<file path="src/rtl/clkgen_pkg.sv">
// Shared constants for the clock generator control bank.
// Assumes 19 outputs grouped as 8/3/3/3 bank clocks plus USB and reference.
package clkgen_pkg;
    localparam int NUM_OUT  = 19;
    localparam int NUM_WREG = 5;
    localparam int AW       = 3;
    localparam int SEL_W    = 4;
    localparam int CODE_W   = 5;

    // Writable bit mask for each byte address.
    function automatic logic [7:0] wr_mask(input logic [AW-1:0] a);
        case (a)
            3'd0:    return 8'hFF;
            3'd1:    return 8'hFF;
            3'd2:    return 8'hFC;
            3'd3:    return 8'hE0;
            3'd4:    return 8'hC0;
            default: return 8'h00;
        endcase
    endfunction

    // Reset value of each byte: enables on, controls cleared.
    function automatic logic [7:0] rst_value(input logic [AW-1:0] a);
        return (a == 3'd0) ? 8'h00 : wr_mask(a);
    endfunction
endpackage

</file>
<file path="src/rtl/clkgen_sel_latch.sv">
// Captures the hardware select pins once, on the first edge after reset.
// Assumes the pins are settled by that edge; the value is held afterwards.
module clkgen_sel_latch #(
    parameter int W = 4
) (
    input  logic         clk,
    input  logic         rst_n,
    input  logic [W-1:0] pins_i,
    output logic [W-1:0] sel_q,
    output logic         done_q
);
    // Take one snapshot of the pins, then freeze.
    always_ff @(posedge clk) begin
        if (!rst_n) begin
            sel_q  <= '0;
            done_q <= 1'b0;
        end else if (!done_q) begin
            sel_q  <= pins_i;
            done_q <= 1'b1;
        end
    end

    a_r6_sel_hold: assert property (@(posedge clk) disable iff (!rst_n)
        (done_q && $past(done_q)) |-> $stable(sel_q));
endmodule

</file>
<file path="src/rtl/clkgen_regfile.sv">
// Control byte storage, read mux and output-enable mapping.
// Assumes a write lands at the edge where we is high; reads are combinational.
module clkgen_regfile
    import clkgen_pkg::*;
(
    input  logic               clk,
    input  logic               rst_n,
    input  logic               we,
    input  logic [AW-1:0]      addr,
    input  logic [7:0]         wdata,
    input  logic [SEL_W-1:0]   sel_q,
    output logic [7:0]         rdata,
    output logic [7:0]         ctl0,
    output logic [NUM_OUT-1:0] en_vec
);
    logic [7:0] regs_q [NUM_WREG];

    // One storage byte per writable address; only writable bits can change.
    for (genvar g = 0; g < NUM_WREG; g++) begin : g_byte
        localparam logic [AW-1:0] ADDR = AW'(g);
        logic [7:0] q;
        always_ff @(posedge clk) begin
            if (!rst_n)
                q <= rst_value(ADDR);
            else if (we && addr == ADDR)
                q <= wdata & wr_mask(ADDR);
        end
        assign regs_q[g] = q;
    end

    // Read mux: storage bytes, latched-pin status byte, zeros elsewhere.
    always_comb begin
        rdata = 8'h00;
        if (int'(addr) < NUM_WREG)
            rdata = regs_q[addr];
        else if (addr == 3'd5)
            rdata = {sel_q[3], sel_q[2], sel_q[1], sel_q[0], 4'b0000};
    end

    // Scatter the enable bits onto the output numbering.
    always_comb begin
        en_vec        = '0;
        en_vec[7:0]   = regs_q[1];
        en_vec[10:8]  = regs_q[2][7:5];
        en_vec[13:11] = regs_q[2][4:2];
        en_vec[16:14] = regs_q[3][7:5];
        en_vec[17]    = regs_q[4][7];
        en_vec[18]    = regs_q[4][6];
    end

    assign ctl0 = regs_q[0];

    a_r10_write_lands: assert property (@(posedge clk) disable iff (!rst_n)
        (we && addr == 3'd1) |=> (regs_q[1] == $past(wdata)));
    a_r10_idle_holds: assert property (@(posedge clk) disable iff (!rst_n)
        (!we) |=> $stable(regs_q[3]));
endmodule

</file>
<file path="src/rtl/clkgen_tclk_div.sv">
// Divides the block clock into a square test source of period 2*HALF.
// Provides both the registered source and its next value for the gates.
module clkgen_tclk_div #(
    parameter int HALF = 2
) (
    input  logic clk,
    input  logic rst_n,
    output logic src_q,
    output logic src_d
);
    localparam int CW = (HALF > 1) ? $clog2(HALF) : 1;
    localparam logic [CW-1:0] LAST = CW'(HALF - 1);

    logic [CW-1:0] cnt_q;
    logic          wrap;

    assign wrap  = (cnt_q == LAST);
    assign src_d = wrap ? ~src_q : src_q;

    // Count out a half period, then toggle the source.
    always_ff @(posedge clk) begin
        if (!rst_n) begin
            cnt_q <= '0;
            src_q <= 1'b0;
        end else begin
            cnt_q <= wrap ? '0 : cnt_q + 1'b1;
            src_q <= src_d;
        end
    end
endmodule

</file>
<file path="src/rtl/clkgen_clk_gate.sv">
// Whole-pulse clock gate for one output.
// The run flag is resampled only while the source is low, so a pulse is never cut short.
module clkgen_clk_gate (
    input  logic clk,
    input  logic rst_n,
    input  logic src_q,
    input  logic src_d,
    input  logic en,
    output logic out_q
);
    logic run_q;
    logic run_d;

    assign run_d = src_q ? run_q : en;

    // Hold the run flag through a high phase; register the gated source.
    always_ff @(posedge clk) begin
        if (!rst_n) begin
            run_q <= 1'b0;
            out_q <= 1'b0;
        end else begin
            run_q <= run_d;
            out_q <= src_d & run_d;
        end
    end

    a_r9_rise_aligned: assert property (@(posedge clk) disable iff (!rst_n)
        $rose(out_q) |-> $rose(src_q));
    a_r9_fall_aligned: assert property (@(posedge clk) disable iff (!rst_n)
        $fell(out_q) |-> !src_q);
endmodule

</file>
<file path="src/rtl/clkgen_ctrl_regs.sv">
// Top of the clock generator control bank: registers, pin latch, code
// resolution, and gated test clocks for every output.
// Assumes a single clock domain and synchronous active-low reset.
module clkgen_ctrl_regs
    import clkgen_pkg::*;
#(
    parameter int TCLK_HALF = 2
) (
    input  logic               clk,
    input  logic               rst_n,
    input  logic               reg_we,
    input  logic [AW-1:0]      reg_addr,
    input  logic [7:0]         reg_wdata,
    output logic [7:0]         reg_rdata,
    input  logic [SEL_W-1:0]   sel_pins_i,
    input  logic               spread_pin_i,
    output logic [CODE_W-1:0]  freq_code_o,
    output logic               spread_en_o,
    output logic               tristate_o,
    output logic [NUM_OUT-1:0] clk_en_o,
    output logic [NUM_OUT-1:0] tclk_o
);
    logic [SEL_W-1:0] sel_q;
    logic             sel_done;
    logic [7:0]       ctl0;
    logic             src_q;
    logic             src_d;
    logic             sw_mode;

    clkgen_sel_latch #(.W(SEL_W)) u_sel (
        .clk(clk), .rst_n(rst_n), .pins_i(sel_pins_i),
        .sel_q(sel_q), .done_q(sel_done)
    );

    clkgen_regfile u_regs (
        .clk(clk), .rst_n(rst_n), .we(reg_we), .addr(reg_addr),
        .wdata(reg_wdata), .sel_q(sel_q), .rdata(reg_rdata),
        .ctl0(ctl0), .en_vec(clk_en_o)
    );

    clkgen_tclk_div #(.HALF(TCLK_HALF)) u_div (
        .clk(clk), .rst_n(rst_n), .src_q(src_q), .src_d(src_d)
    );

    for (genvar i = 0; i < NUM_OUT; i++) begin : g_gate
        clkgen_clk_gate u_gate (
            .clk(clk), .rst_n(rst_n), .src_q(src_q), .src_d(src_d),
            .en(clk_en_o[i]), .out_q(tclk_o[i])
        );
    end

    assign sw_mode = ctl0[3];

    // Resolve code and spread from either the software field or the pins.
    always_comb begin
        if (sw_mode)
            freq_code_o = {ctl0[2], ctl0[7:4]};
        else
            freq_code_o = {1'b0, sel_q[3], sel_q[2], sel_q[1], sel_q[0]};
        spread_en_o = ctl0[1] | (~sw_mode & spread_pin_i);
        tristate_o  = ctl0[0];
    end

    a_r3_hw_code_held: assert property (@(posedge clk) disable iff (!rst_n)
        (sel_done && $past(sel_done) && !sw_mode && $past(!sw_mode))
            |-> $stable(freq_code_o));
    a_r3_hw_code_msb_zero: assert property (@(posedge clk) disable iff (!rst_n)
        (!sw_mode) |-> !freq_code_o[4]);
endmodule

</file>
<file path="config.mk">
export PLATFORM = sky130hd
export DESIGN_NAME = clkgen_ctrl_regs
export DESIGN_NICKNAME = d
export VERILOG_FILES = /design/src/rtl/clkgen_pkg.sv /design/src/rtl/clkgen_sel_latch.sv /design/src/rtl/clkgen_regfile.sv /design/src/rtl/clkgen_tclk_div.sv /design/src/rtl/clkgen_clk_gate.sv /design/src/rtl/clkgen_ctrl_regs.sv
export SDC_FILE = /design/constraint.sdc
export NUM_CORES = 1
export LEC_CHECK = 0
export BUFFER_PORTS_ARGS = -buffer_cell sky130_fd_sc_hd__buf_2
export CORE_ASPECT_RATIO = 0.8
export CORE_MARGIN = 2
export CORE_UTILIZATION = 45
export DETAILED_ROUTE_END_ITERATION = 10
export PLACE_DENSITY = 0.73
export SLEW_MARGIN = 20
export SYNTH_ARGS = -nofsm -noshare
export SYNTH_HDL_FRONTEND = slang
export SYNTH_SLANG_ARGS = --single-unit
</file>
<file path="constraint.sdc">
create_clock -name clk -period 1.15 [get_ports clk]
set_input_delay 0.0575 -clock clk [delete_from_list [all_inputs] [get_ports clk]]
set_output_delay 0.0575 -clock clk [all_outputs]
set_load 0.02 [all_outputs]
</file>
Yosys cells after proc, flatten, opt, wreduce, memory -nomap -nowiden
Index checks and enable logic that the tools add are counted.

Bits in registers: 72. Input bits: 19. Logic and storage cells: 114.

Bitwise operators: 25. Equal/unequal tests: 5. $add $sub $neg: 1. Reduce and logical (&&, ||, !) cells: 7. Mux-type cells: 27. $lt $le $gt $ge: 2.

Operator list (number): two-way mux 8 bit (4); binary-select mux 8 bit (select 3 bit) (1); two-way mux 1 bit (21); bitwise AND 1 bit (20); == test 3 x 2 -> 1 bit, second input constant (2); == test 3 bit, second input constant (2); logical AND 1 bit (5); two-way mux 5 bit (1); >= comparator 4 bit, second input constant (1); NOT 3 -> 4 bit (1); == test 3 x 1 -> 1 bit, second input constant (1); zero test 3 bit (1); < comparator 3 bit, second input constant (1); NOT 1 bit (3); OR reduction 2 bit (1); adder 1 bit, second input constant (1); bitwise OR 1 bit (1).

Depth between registers and ports, before layout
Gate-level depths: netlist of the first run.

Word-level depth: 5. Depth in mapped cells: 5. Mapped depth without buffers: 3.

Hierarchy
From an unflattened synthesis of the first run, not the netlist that was laid out.

Cell total of the unflattened synthesis: 279. Area total of the unflattened synthesis: 2857.7 sq um.

By module, submodules not included: clkgen_regfile (cells each 139, area an instance 1341.3 sq um, instances 1, seq. area each 540.5 sq um); clkgen_clk_gate (cells each 6, area an instance 63.8 sq um, instances 19, seq. area each 40.0 sq um); clkgen_sel_latch (cells each 14, area an instance 176.4 sq um, instances 1, seq. area each 100.1 sq um); clkgen_ctrl_regs (cells each 7, area an instance 63.8 sq um, instances 1, seq. area each 0.0 sq um); clkgen_tclk_div (cells each 5, area an instance 63.8 sq um, instances 1, seq. area each 40.0 sq um).

Worst setup path before layout of the first run
No wires, ideal clock.

Kind: reg-to-reg. Start point: reg u_div.src_q. End point: reg g_gate[0].u_gate.out_q. Required time: 1.022 ns. Setup time: 0.128 ns. Cell stages (with the launch flop): 5. Arrival time: 0.975 ns. Buffers on the path: 2. Setup slack: 0.047 ns. Cells stage by stage: dfxtp_1 > buf_4 > xnor2_1 > clkbuf_1 > nor2b_1.

Word-level cells in the longest chain between the ends: 3. Elaborated cells on any way between the ends: 4. Those cells by class: mux (2); bitwise (2).

RTL lines: start: declaration (line clkgen_tclk_div.sv:8) `output logic src_q,`; start signal: assignment (line clkgen_tclk_div.sv:27) `src_q <= src_d;`; NOT 1 bit (line clkgen_tclk_div.sv:18) `assign src_d = wrap ? ~src_q : src_q;`; two-way mux 1 bit (line clkgen_tclk_div.sv:18); bitwise AND 1 bit (*) (line clkgen_clk_gate.sv:23) `out_q <= src_d & run_d;`; end signal: assignment (line clkgen_clk_gate.sv:23); end: declaration (line clkgen_clk_gate.sv:9) `output logic out_q`.

Every way passes the cells marked *; elsewhere a longest branch is shown, timed or not. A chain may end at the register's enable or synchronous reset.

Worst setup path in the final report of the first run
Start point: reg u_regs.g_byte[2].q[7]. End point: out reg_rdata[7].

Word-level cells in the longest chain between the ends: 4.

RTL lines: start: declaration (line clkgen_regfile.sv:21) `logic [7:0] q;`; start signal: assignment (line clkgen_regfile.sv:24) `q <= rst_value(ADDR);`; start signal: assignment (line clkgen_regfile.sv:26) `q <= wdata & wr_mask(ADDR);`; binary-select mux 8 bit (select 3 bit) (line clkgen_regfile.sv:35) `rdata = regs_q[addr];`; two-way mux 8 bit (implied by the code) (2 in a row) (line clkgen_regfile.sv:35); two-way mux 8 bit (line clkgen_regfile.sv:34) `if (int'(addr) < NUM_WREG)`; end: declaration (line clkgen_ctrl_regs.sv:14) `output logic [7:0] reg_rdata,`.

No other way between the ends. The select of a mux whose other input is x is not followed.

==> results.cfg, run 1 <==
[run_status]
outcome = finished, violations left
violations = setup timing

[global_routing]
grt_overflow = 0
antenna_found_initial = 0
grt_pass1_vias = 2095
grt_pass1_wl_um = 10790
grt_max_degree = 54
track_usage_pct = 18.25

[layout]
num-fill-cells = 593
regArea_sq_um = 1466
diodes = 0
final_util_pct = 57.23
areaGrowthSynthToFinish_pct = 24.44
nets = 387
drive_gt1_share_pct = 38.87
multi_input_area_sq_um = 1333

[placed_design]
io_buffer_count = 71
dpl.hpwl_um = 4690
gp_congestion = 0.8506

[route]
first_iter_violations = 54
vias = 2209
wl_met3_um = 430
drcViolationCount = 0
wire_per_inst_um = 14.54
vias_per_cell = 4.802
firstDrtPassIters = 4
ant_nets = 0
wirelength_um = 6687
wl_met1_um = 3218
wl_met2_um = 2948
routed.top_layer = met4

[synth]
synth-seq-cells = 72
yosysSeqAreaShare_pct = 46.15
syn_area_per_cell_sq_um = 10.27
syn_inst = 304
syn_area_sq_um = 3123
syn_nets = 323
synthDistinctLibCells = 26
ys_warn_count = 0

[setup_path]
critPathRequiredTime_ns = 1.09
cpPeakStageDelay_ns = 0.35
crit_type = flip-flop to primary output
critPathSlowestCell = dfxtp_2
arrival_ns = 1.35
path_cells = mux2i_1, or3_1, o221ai_2, buf_6
path_max_fanout = 2
cp-end-kind = primary output
startpoint_type = flip-flop

[timing]
fmax_ghz = 0.7115
slew_headroom_pct = 76.13
maxSlewViolCount = 0
period_minus_slack_ns = 1.405
worstMarginPinSlew_ns = 0.3555
fin_worst_skew_ns = 0.005393
setup_viol = 13
rsz0062_at_grt = yes
finalWorstSetupSlack_ns = -0.2555
finalCritPeriodShare_pct = 122.2
whs_ns = 0.02271
finalHoldViolations = 0

[cts]
htree_levels = 3
cts.sinks = 72
cts_buffers = 9
root_buffer = clkbuf_8
clock_path_buffers = 2
tritoncts = yes
clk_pin_slew_ns = 0.08
clock_latency_ns = 0.35

[worst_hold_path]
hold_path.class = input pin to flip-flop

[floorplanning]
num_io_pins = 72
die_h_um = 78.51
start_util_pct = 45.99
core_sq_um = 6790
row_count = 27
dieArea_sq_um = 7626
fp.dieW_um = 97.14

[power_and_ir_drop]
peakVddDrop_mv = 0.8142
p_leak_nw = 1.686
powerDensity_nw_per_um2 = 1474

[flow_run]
max_cap_viol_count = 0
area by class of cell:
| type | count | area share, % |
|---|---|---|
| clock buffers | 10 | 3.542 |
| clock inverters | 6 | 1.739 |
| flip-flops and latches | 72 | 37.73 |
| multi-input cells | 174 | 34.29 |
| inverters | 1 | 0.09659 |
| well taps | 87 | 2.801 |
| repair buffers | 110 | 19.80 |
worst paths after layout:
check	end	from	cells past startpoint	slack (ns)
worst max-delay path	reg_rdata[7]	u_regs.g_byte[2].q[7]$_SDFFE_PN1P_	4	-0.26
worst min-delay path	u_regs.ctl0[7]$_SDFFE_PN0P_	reg_wdata[7]	3	0.02
worst max register to register	g_gate[4].u_gate.out_q$_SDFF_PN0_	u_div.src_q$_SDFF_PN0_	4	0.11
worst min register to register	u_div.cnt_q$_SDFF_PP0_	u_div.cnt_q$_SDFF_PP0_	1	0.44
worst max-delay path: cells and delay by family, from the launching register on:
| family | cells | cell delay [ns] |
|---|---|---|
| AOI/OAI and AO/OA | 1 | 0.09 |
| buffers and inverters | 1 | 0.15 |
| DFF | 1 | 0.35 |
| muxes | 1 | 0.07 |
| and+or+nand+nor | 1 | 0.34 |
layer usage:
layer / global-route usage, % / vias up
met5: 0 / -
met3: 6.589 / 8
li1: - / 1100
met4: 6.479 / 0
met1: 24.02 / 1026
met2: 27.71 / 75
what timing repair did:
| action | CTS | global route |
|---|---|---|
| setup buffers | 4 | 2 |
| gates resized for setup | 39 | 8 |
| setup endpoints to repair | 14 | 23 |
| endpoints found under the hold margin | 22 | 0 |
| hold buffers | 11 | 0 |
| pin swaps | 2 | 2 |
synthesized netlist by cell type (all sizes together):
cell type  instances  area, sq um
dfxtp             72         1441
mux2i             55        550.5
buf               49        360.4
nor2b             45        281.5
nand2             37        138.9
a21boi             8        60.06
clkbuf             8        30.03
mux2               5        56.30
o221ai             3        26.28
or3                3        18.77
a2bb2oi            2        17.52
and4bb             2        25.02
nand2b             2        12.51
nor2               2        7.510
nor3               2        10.01
a21o               1        7.510
and2               1        6.260
inv                1        3.750
nand4b             1        8.760
nor4b              1        23.77
nor4bb             1        10.01
o31ai              1        7.510
or4b               1        10.01
xnor2              1        8.760
cell families (layout without fill, tap and decap cells):
logic type                Yosys count  in the layout  share of synthesized area [%]
AOI/OAI and AO/OA                  15             15                          3.807
xor gates and xnor gates            1              1                         0.2805
buffers and inverters              58            127                          12.62
DFF                                72             72                          46.15
muxes                              60             60                          19.43
and+or+nand+nor                    98             98                          17.71
state kept, by name, indices dropped and copies added, names as in the netlist:
name	cells
g_gate.u_gate.out_q	19
g_gate.u_gate.run_q	19
u_regs.g_byte.q	19
u_regs.ctl0	8
u_sel.sel_q	4
u_div.cnt_q	1
u_div.src_q	1
u_sel.done_q	1
power breakdown:
group / internal [mW] / leakage [nW] / switching [mW] / total (mW)
Combinational: 0.458 / 0.992 / 0.500 / 0.958
Clock: 1.07 / 0.0989 / 0.962 / 2.03
Sequential: 2.67 / 0.595 / 0.0724 / 2.74
cells in the final DEF (no fill, tap or decap), drive strengths merged:
master | netlist | routed
buf | 49 | 99
dfxtp | 72 | 72
mux2i | 55 | 55
nor2b | 45 | 45
nand2 | 37 | 37
dlygate4sd3 | 0 | 11
clkbuf | 8 | 10
a21boi | 8 | 8
mux2 | 5 | 5
or3 | 3 | 3
o221ai | 3 | 3
a2bb2oi | 2 | 2
nor2 | 2 | 2
nand2b | 2 | 2
and4bb | 2 | 2
clkinvlp | 0 | 2
nor3 | 2 | 2
inv | 1 | 2
clkinv | 0 | 2
o31ai | 1 | 1
a21o | 1 | 1
and2 | 1 | 1
xnor2 | 1 | 1
nand4b | 1 | 1
nor4bb | 1 | 1
nor4b | 1 | 1
or4b | 1 | 1
bufinv | 0 | 1
stage by stage:
stage / area, sq um / TNS, ns / power, mW / setup slack (ns) / instances
CTS: 3850 / -1.974 / 5.786 / -0.2670 / 458
global route: 3886 / -2.421 / 5.989 / -0.3328 / 460
finish: 3886 / -1.741 / 5.729 / -0.2555 / 460
floorplan: 3123 / 0 / 3.476 / 0.04685 / 304
global placement: 3406 / -0.06377 / 3.659 / -0.009419 / 427
detailed placement: 3406 / -0.5028 / 3.680 / -0.05477 / 427
(Power assumes the default switching activity.)
==> run 2: changes to the inputs <==
Settings changed: RECOVER_POWER set to 25.
==> run 2 against run 1 <==
  * The run still ends with setup timing left
  * Final cell count is the same
  * Count of clock-buffer cells in the layout did not move
  * Setup slack lost 0.0050 ns
  * Core utilization decreased by 0.42 points
  * First-iteration DRC count is the same
  * Highest routed layer unchanged
==> results.cfg, run 2 (synthesis gave the netlist of run 1 again) <==
[timing]
finalHoldViolations = 0
period_minus_slack_ns = 1.410
fin_worst_skew_ns = 0.005942
rsz0062_at_grt = yes
fmax_ghz = 0.7090
slew_headroom_pct = 39.20
maxSlewViolCount = 0
worstMarginPinSlew_ns = 0.9120
finalCritPeriodShare_pct = 122.7
setup_viol = 13
finalWorstSetupSlack_ns = -0.2605

[setup_path]
critPathSlowestCell = dfxtp_2
startpoint = u_regs.g_byte[2].q[7]$_SDFFE_PN1P_
cpPeakStageDelay_ns = 0.36
worst-path-buf-inv = 1
arrival_ns = 1.35
cp-end-kind = primary output
critPathRequiredTime_ns = 1.09
rr_startpoint = u_div.src_q$_SDFF_PN0_
path_max_fanout = 2
crit_type = flip-flop to primary output
startpoint_type = flip-flop
path_cells = mux2i_1, or3_1, o221ai_2, buf_6
crit_family = flip-flops

[layout]
areaGrowthSynthToFinish_pct = 23.52
layout_commonest_cell = buf_2
final_cells = 460
diodes = 0
fin_area_sq_um = 3857
final_cell_mix = buf_2, dfxtp_1, mux2i_1
nets = 387
reg_top3 = g_gate.u_gate.out_q (19), g_gate.u_gate.run_q (19), u_regs.g_byte.q (19)
drive_gt1_share_pct = 37.80
num-fill-cells = 598

[global_routing]
grt_max_degree = 54
grt_pass1_vias = 2095
grt_pass1_wl_um = 10790
grt_overflow = 0
track_usage_pct = 18.25
antenna_found_initial = 0

[route]
vias = 2211
wire_per_inst_um = 14.49
wirelength_um = 6666
first_iter_violations = 54
drcViolationCount = 0
firstDrtPassIters = 4
vias_per_cell = 4.807
ant_nets = 0

[cts]
clk_pin_slew_ns = 0.08
tritoncts = yes
root_buffer = clkbuf_8
clock_path_buffers = 2
cts.sinks = 72
htree_levels = 3
clock_latency_ns = 0.35
cts_buffers = 9

[run_status]
violations = setup timing
outcome = finished, violations left

[power_and_ir_drop]
swShare_pct = 26.79
switchingPower_mw = 1.532
peakVddDrop_mv = 0.8142
p_int_mw = 4.186
p_comb_share_pct = 16.5
power_frac_seq_pct = 48.0
clockPowerShare_pct = 35.5
powerDensity_nw_per_um2 = 1482
p_leak_nw = 1.674

[flow_run]
max_cap_viol_count = 0

[placed_design]
dp_cells = 427
post_dp_cell_area_sq_um = 3406
pre_cts_slack_ns = -0.05477
dpl.hpwl_um = 4690
gp_congestion = 0.8506
io_buffer_count = 71

[floorplanning]
row_count = 27
core_sq_um = 6790
die_h_um = 78.51
dieArea_sq_um = 7626
num_io_pins = 72
start_util_pct = 45.99
fp.dieW_um = 97.14

[worst_hold_path]
hold_path.class = input pin to flip-flop
min_from = reg_wdata[7]
-- run 2: changes by cell type in the layout (fill, tap and decap cells not counted), sizes merged --
cell,change
buf,-5
clkbuf,+5
-- run 2: per-stage QoR --
step	utilization, %	TNS (ns)	total power, mW	hold slack [ns]
after floorplan	-	0	3.476	0.08522
after global placement	50.16	-0.06377	3.659	0.3114
after detailed placement	50.16	-0.5028	3.680	0.3196
after CTS	56.70	-1.974	5.786	0.005013
after global routing	56.81	-2.493	5.977	0.03737
final	56.81	-1.732	5.718	0.03808
-- run 2: cell type report --
class	instances	area (sq um)	share of cell area [%]
Multi-Input combinational cell	174	1326	34.38
Sequential cell	72	1466	38.02
Timing Repair Buffer	110	747.0	19.36
Clock buffer	10	137.6	3.568
Inverter	1	3.754	0.09731
Tap cell	87	108.9	2.822
Clock inverter	6	67.56	1.752
-- run 2: worst register-to-register path: stages, from the launching register on --
cell	delay, ns
dfxtp_2	0.38
buf_12	0.17
mux2i_1	0.19
nor2b_1	0.06
nor2b_1	0.14
-- run 2: repair_timing --
action / 4_1_cts / 5_1_grt
buffers inserted: 4 / 2
setup endpoints to repair: 14 / 23
pin swaps: 2 / 2
hold buffers: 11 / 0
gates resized for setup: 39 / 8
endpoints found under the hold margin: 22 / 0
-- run 2: per-layer routing --
layer	track usage, %	wire (um)	part of all wire (%)	up-vias
met5	0	0	0	-
met4	6.479	99	1.5	0
li1	-	-	-	1101
met3	6.589	420	6.3	9
met2	27.71	2962	44	70
met1	24.02	3184	48	1031
-- run 2: worst paths after layout --
path | cells after the start | endpoint | slack [ns]
min | 3 | u_regs.g_byte[3].q[7]$_SDFFE_PN1P_ | 0.04
max reg2reg | 4 | g_gate[4].u_gate.out_q$_SDFF_PN0_ | 0.10
max | 4 | reg_rdata[7] | -0.26
min reg2reg | 1 | u_div.cnt_q$_SDFF_PP0_ | 0.44
-- run 2: power by group through the flow --
stage	logic [mW]	registers, mW	clock network [mW]
2_1_floorplan	0.699	2.78	0
3_3_place_gp	0.860	2.80	0
3_5_place_dp	0.875	2.80	0
4_1_cts	0.951	2.74	2.09
5_1_grt	1.02	2.76	2.20
6_report	0.946	2.74	2.03
==> run 3: changes to the inputs <==
Settings changed: GPL_TIMING_DRIVEN set to 0.
==> run 3 against run 2 <==
  * The flow still finishes with violations (setup timing)
  * Worst hold slack improved by 0.0021 ns
  * Flip-flop and latch count unchanged
  * Global-route usage increased by 0.36 points
  * Critical endpoint is now reg_rdata[6]
  * Via count increased by 6.6%
  * Critical path depth unchanged
  * Critical path type unchanged
==> results.cfg, run 3 (synthesis gave the netlist of run 1 again) <==
[run_status]
outcome = finished, violations left
violations = setup timing

[power_and_ir_drop]
peakVddDrop_mv = 0.8600
total_power_mw = 6.022
powerDensity_nw_per_um2 = 1423
p_leak_nw = 1.881

[timing]
fmax_ghz = 0.7145
fin_worst_skew_ns = 0.006235
worstMarginPinSlew_ns = 0.5073
rsz0062_at_grt = yes
maxSlewViolCount = 0
finalWorstSetupSlack_ns = -0.2495
finalHoldViolations = 0
finalCritPeriodShare_pct = 121.7
setup_viol = 25
slew_headroom_pct = 66.04
period_minus_slack_ns = 1.400

[cts]
clock_path_buffers = 2
clock_latency_ns = 0.34
clk_pin_slew_ns = 0.07
root_buffer = clkbuf_8
tritoncts = yes
htree_levels = 3
cts.sinks = 72
cts_buffers = 9

[layout]
final_cell_mix = buf_2, mux2i_1, buf_4
drive_gt1_share_pct = 43.96
final_util_pct = 62.34
diodes = 0
nets = 428
areaGrowthSynthToFinish_pct = 35.54
fin_area_sq_um = 4233
reg_top3 = g_gate.u_gate.out_q (19), g_gate.u_gate.run_q (19), u_regs.g_byte.q (19)
final_cells = 501

[route]
drcViolationCount = 0
first_iter_violations = 101
wirelength_um = 7062
wire_per_inst_um = 14.10
ant_nets = 0
firstDrtPassIters = 4
vias = 2358
vias_per_cell = 4.707

[setup_path]
crit_type = flip-flop to primary output
arrival_ns = 1.34
path_cells = mux2i_1, or3_1, o221ai_2, buf_4
critPathSlowestCell = dfxtp_4
startpoint_type = flip-flop
path_max_fanout = 2
cp-end-kind = primary output
critPathRequiredTime_ns = 1.09
cpPeakStageDelay_ns = 0.36

[worst_hold_path]
hold_path.class = input pin to flip-flop

[floorplanning]
row_count = 27
die_h_um = 78.51
num_io_pins = 72
start_util_pct = 45.99
core_sq_um = 6790
dieArea_sq_um = 7626
fp.dieW_um = 97.14

[global_routing]
grt_overflow = 0
grt_max_degree = 13
antenna_found_initial = 0
grt_pass1_wl_um = 11050
track_usage_pct = 18.61
grt_pass1_vias = 2180

[placed_design]
gp_congestion = 0.8427
io_buffer_count = 69
dpl.hpwl_um = 4966
dp_cells = 460
post_dp_cell_area_sq_um = 3577
pre_cts_slack_ns = -0.1889

[flow_run]
max_cap_viol_count = 0
run 3: changes by cell type in the layout (fill, tap and decap cells not counted), sizes merged:
cell / change
dlygate4sd3: +1
buf: +36
clkbuf: +5
clkinvlp: -2
bufinv: +1
run 3: layout make-up:
| type | instances | area [sq um] |
|---|---|---|
| Clock inverter | 5 | 78.83 |
| Multi-Input combinational cell | 174 | 1346 |
| Clock buffer | 11 | 141.4 |
| Sequential cell | 72 | 1481 |
| Buffer | 56 | 395.4 |
| Timing Repair Buffer | 95 | 676.9 |
| Tap cell | 87 | 108.9 |
| Inverter | 1 | 3.754 |
| Fill cell | 590 | 2557 |
run 3: timing repair:
action | CTS | global route
hold endpoints to repair | 19 | 0
resized for setup | 61 | 28
setup buffers | 9 | 5
hold buffers | 12 | 0
setup endpoints to repair | 35 | 46
cloned | 0 | 1
pin swaps | 2 | 2
run 3: power breakdown:
group	internal, mW	switching (mW)	total, mW
Sequential	2.67	0.0742	2.74
Clock	1.28	0.922	2.20
Combinational	0.544	0.535	1.08
run 3: worst max-delay path: cells and delay by family, from the launching register on:
kind                   cells  cell delay (ns)
buffers and inverters      1             0.17
DFF                        1             0.36
AOI/OAI and AO/OA          1             0.08
and+or+nand+nor            1             0.33
muxes                      1             0.06
run 3: metrics by stage:
stage               setup TNS [ns]  hold WS (ns)
finish                      -2.404       0.04015
global placement            -4.480        0.2949
floorplan                        0       0.08522
global route                -4.072       0.03240
CTS                         -2.312      0.002272
detailed placement          -5.167        0.2973
run 3: worst paths after layout:
path,start,to,slack [ns],cells after the start
min,reg_wdata[6],u_regs.ctl0[6]$_SDFFE_PN0P_,0.04,3
max reg2reg,u_div.src_q$_SDFF_PN0_,g_gate[14].u_gate.out_q$_SDFF_PN0_,-0.08,4
min reg2reg,u_regs.ctl0[5]$_SDFFE_PN0P_,u_regs.ctl0[5]$_SDFFE_PN0P_,0.48,2
max,u_regs.g_byte[2].q[6]$_SDFFE_PN1P_,reg_rdata[6],-0.25,4
run 3: per-layer routing:
metal / vias to the layer above / GRT usage, % / share of wire (%)
met5: - / 0 / 0
met4: 0 / 4.225 / 0.57
met3: 4 / 7.569 / 7.4
met2: 74 / 29.86 / 46
met1: 1099 / 23.61 / 46
li1: 1181 / - / -
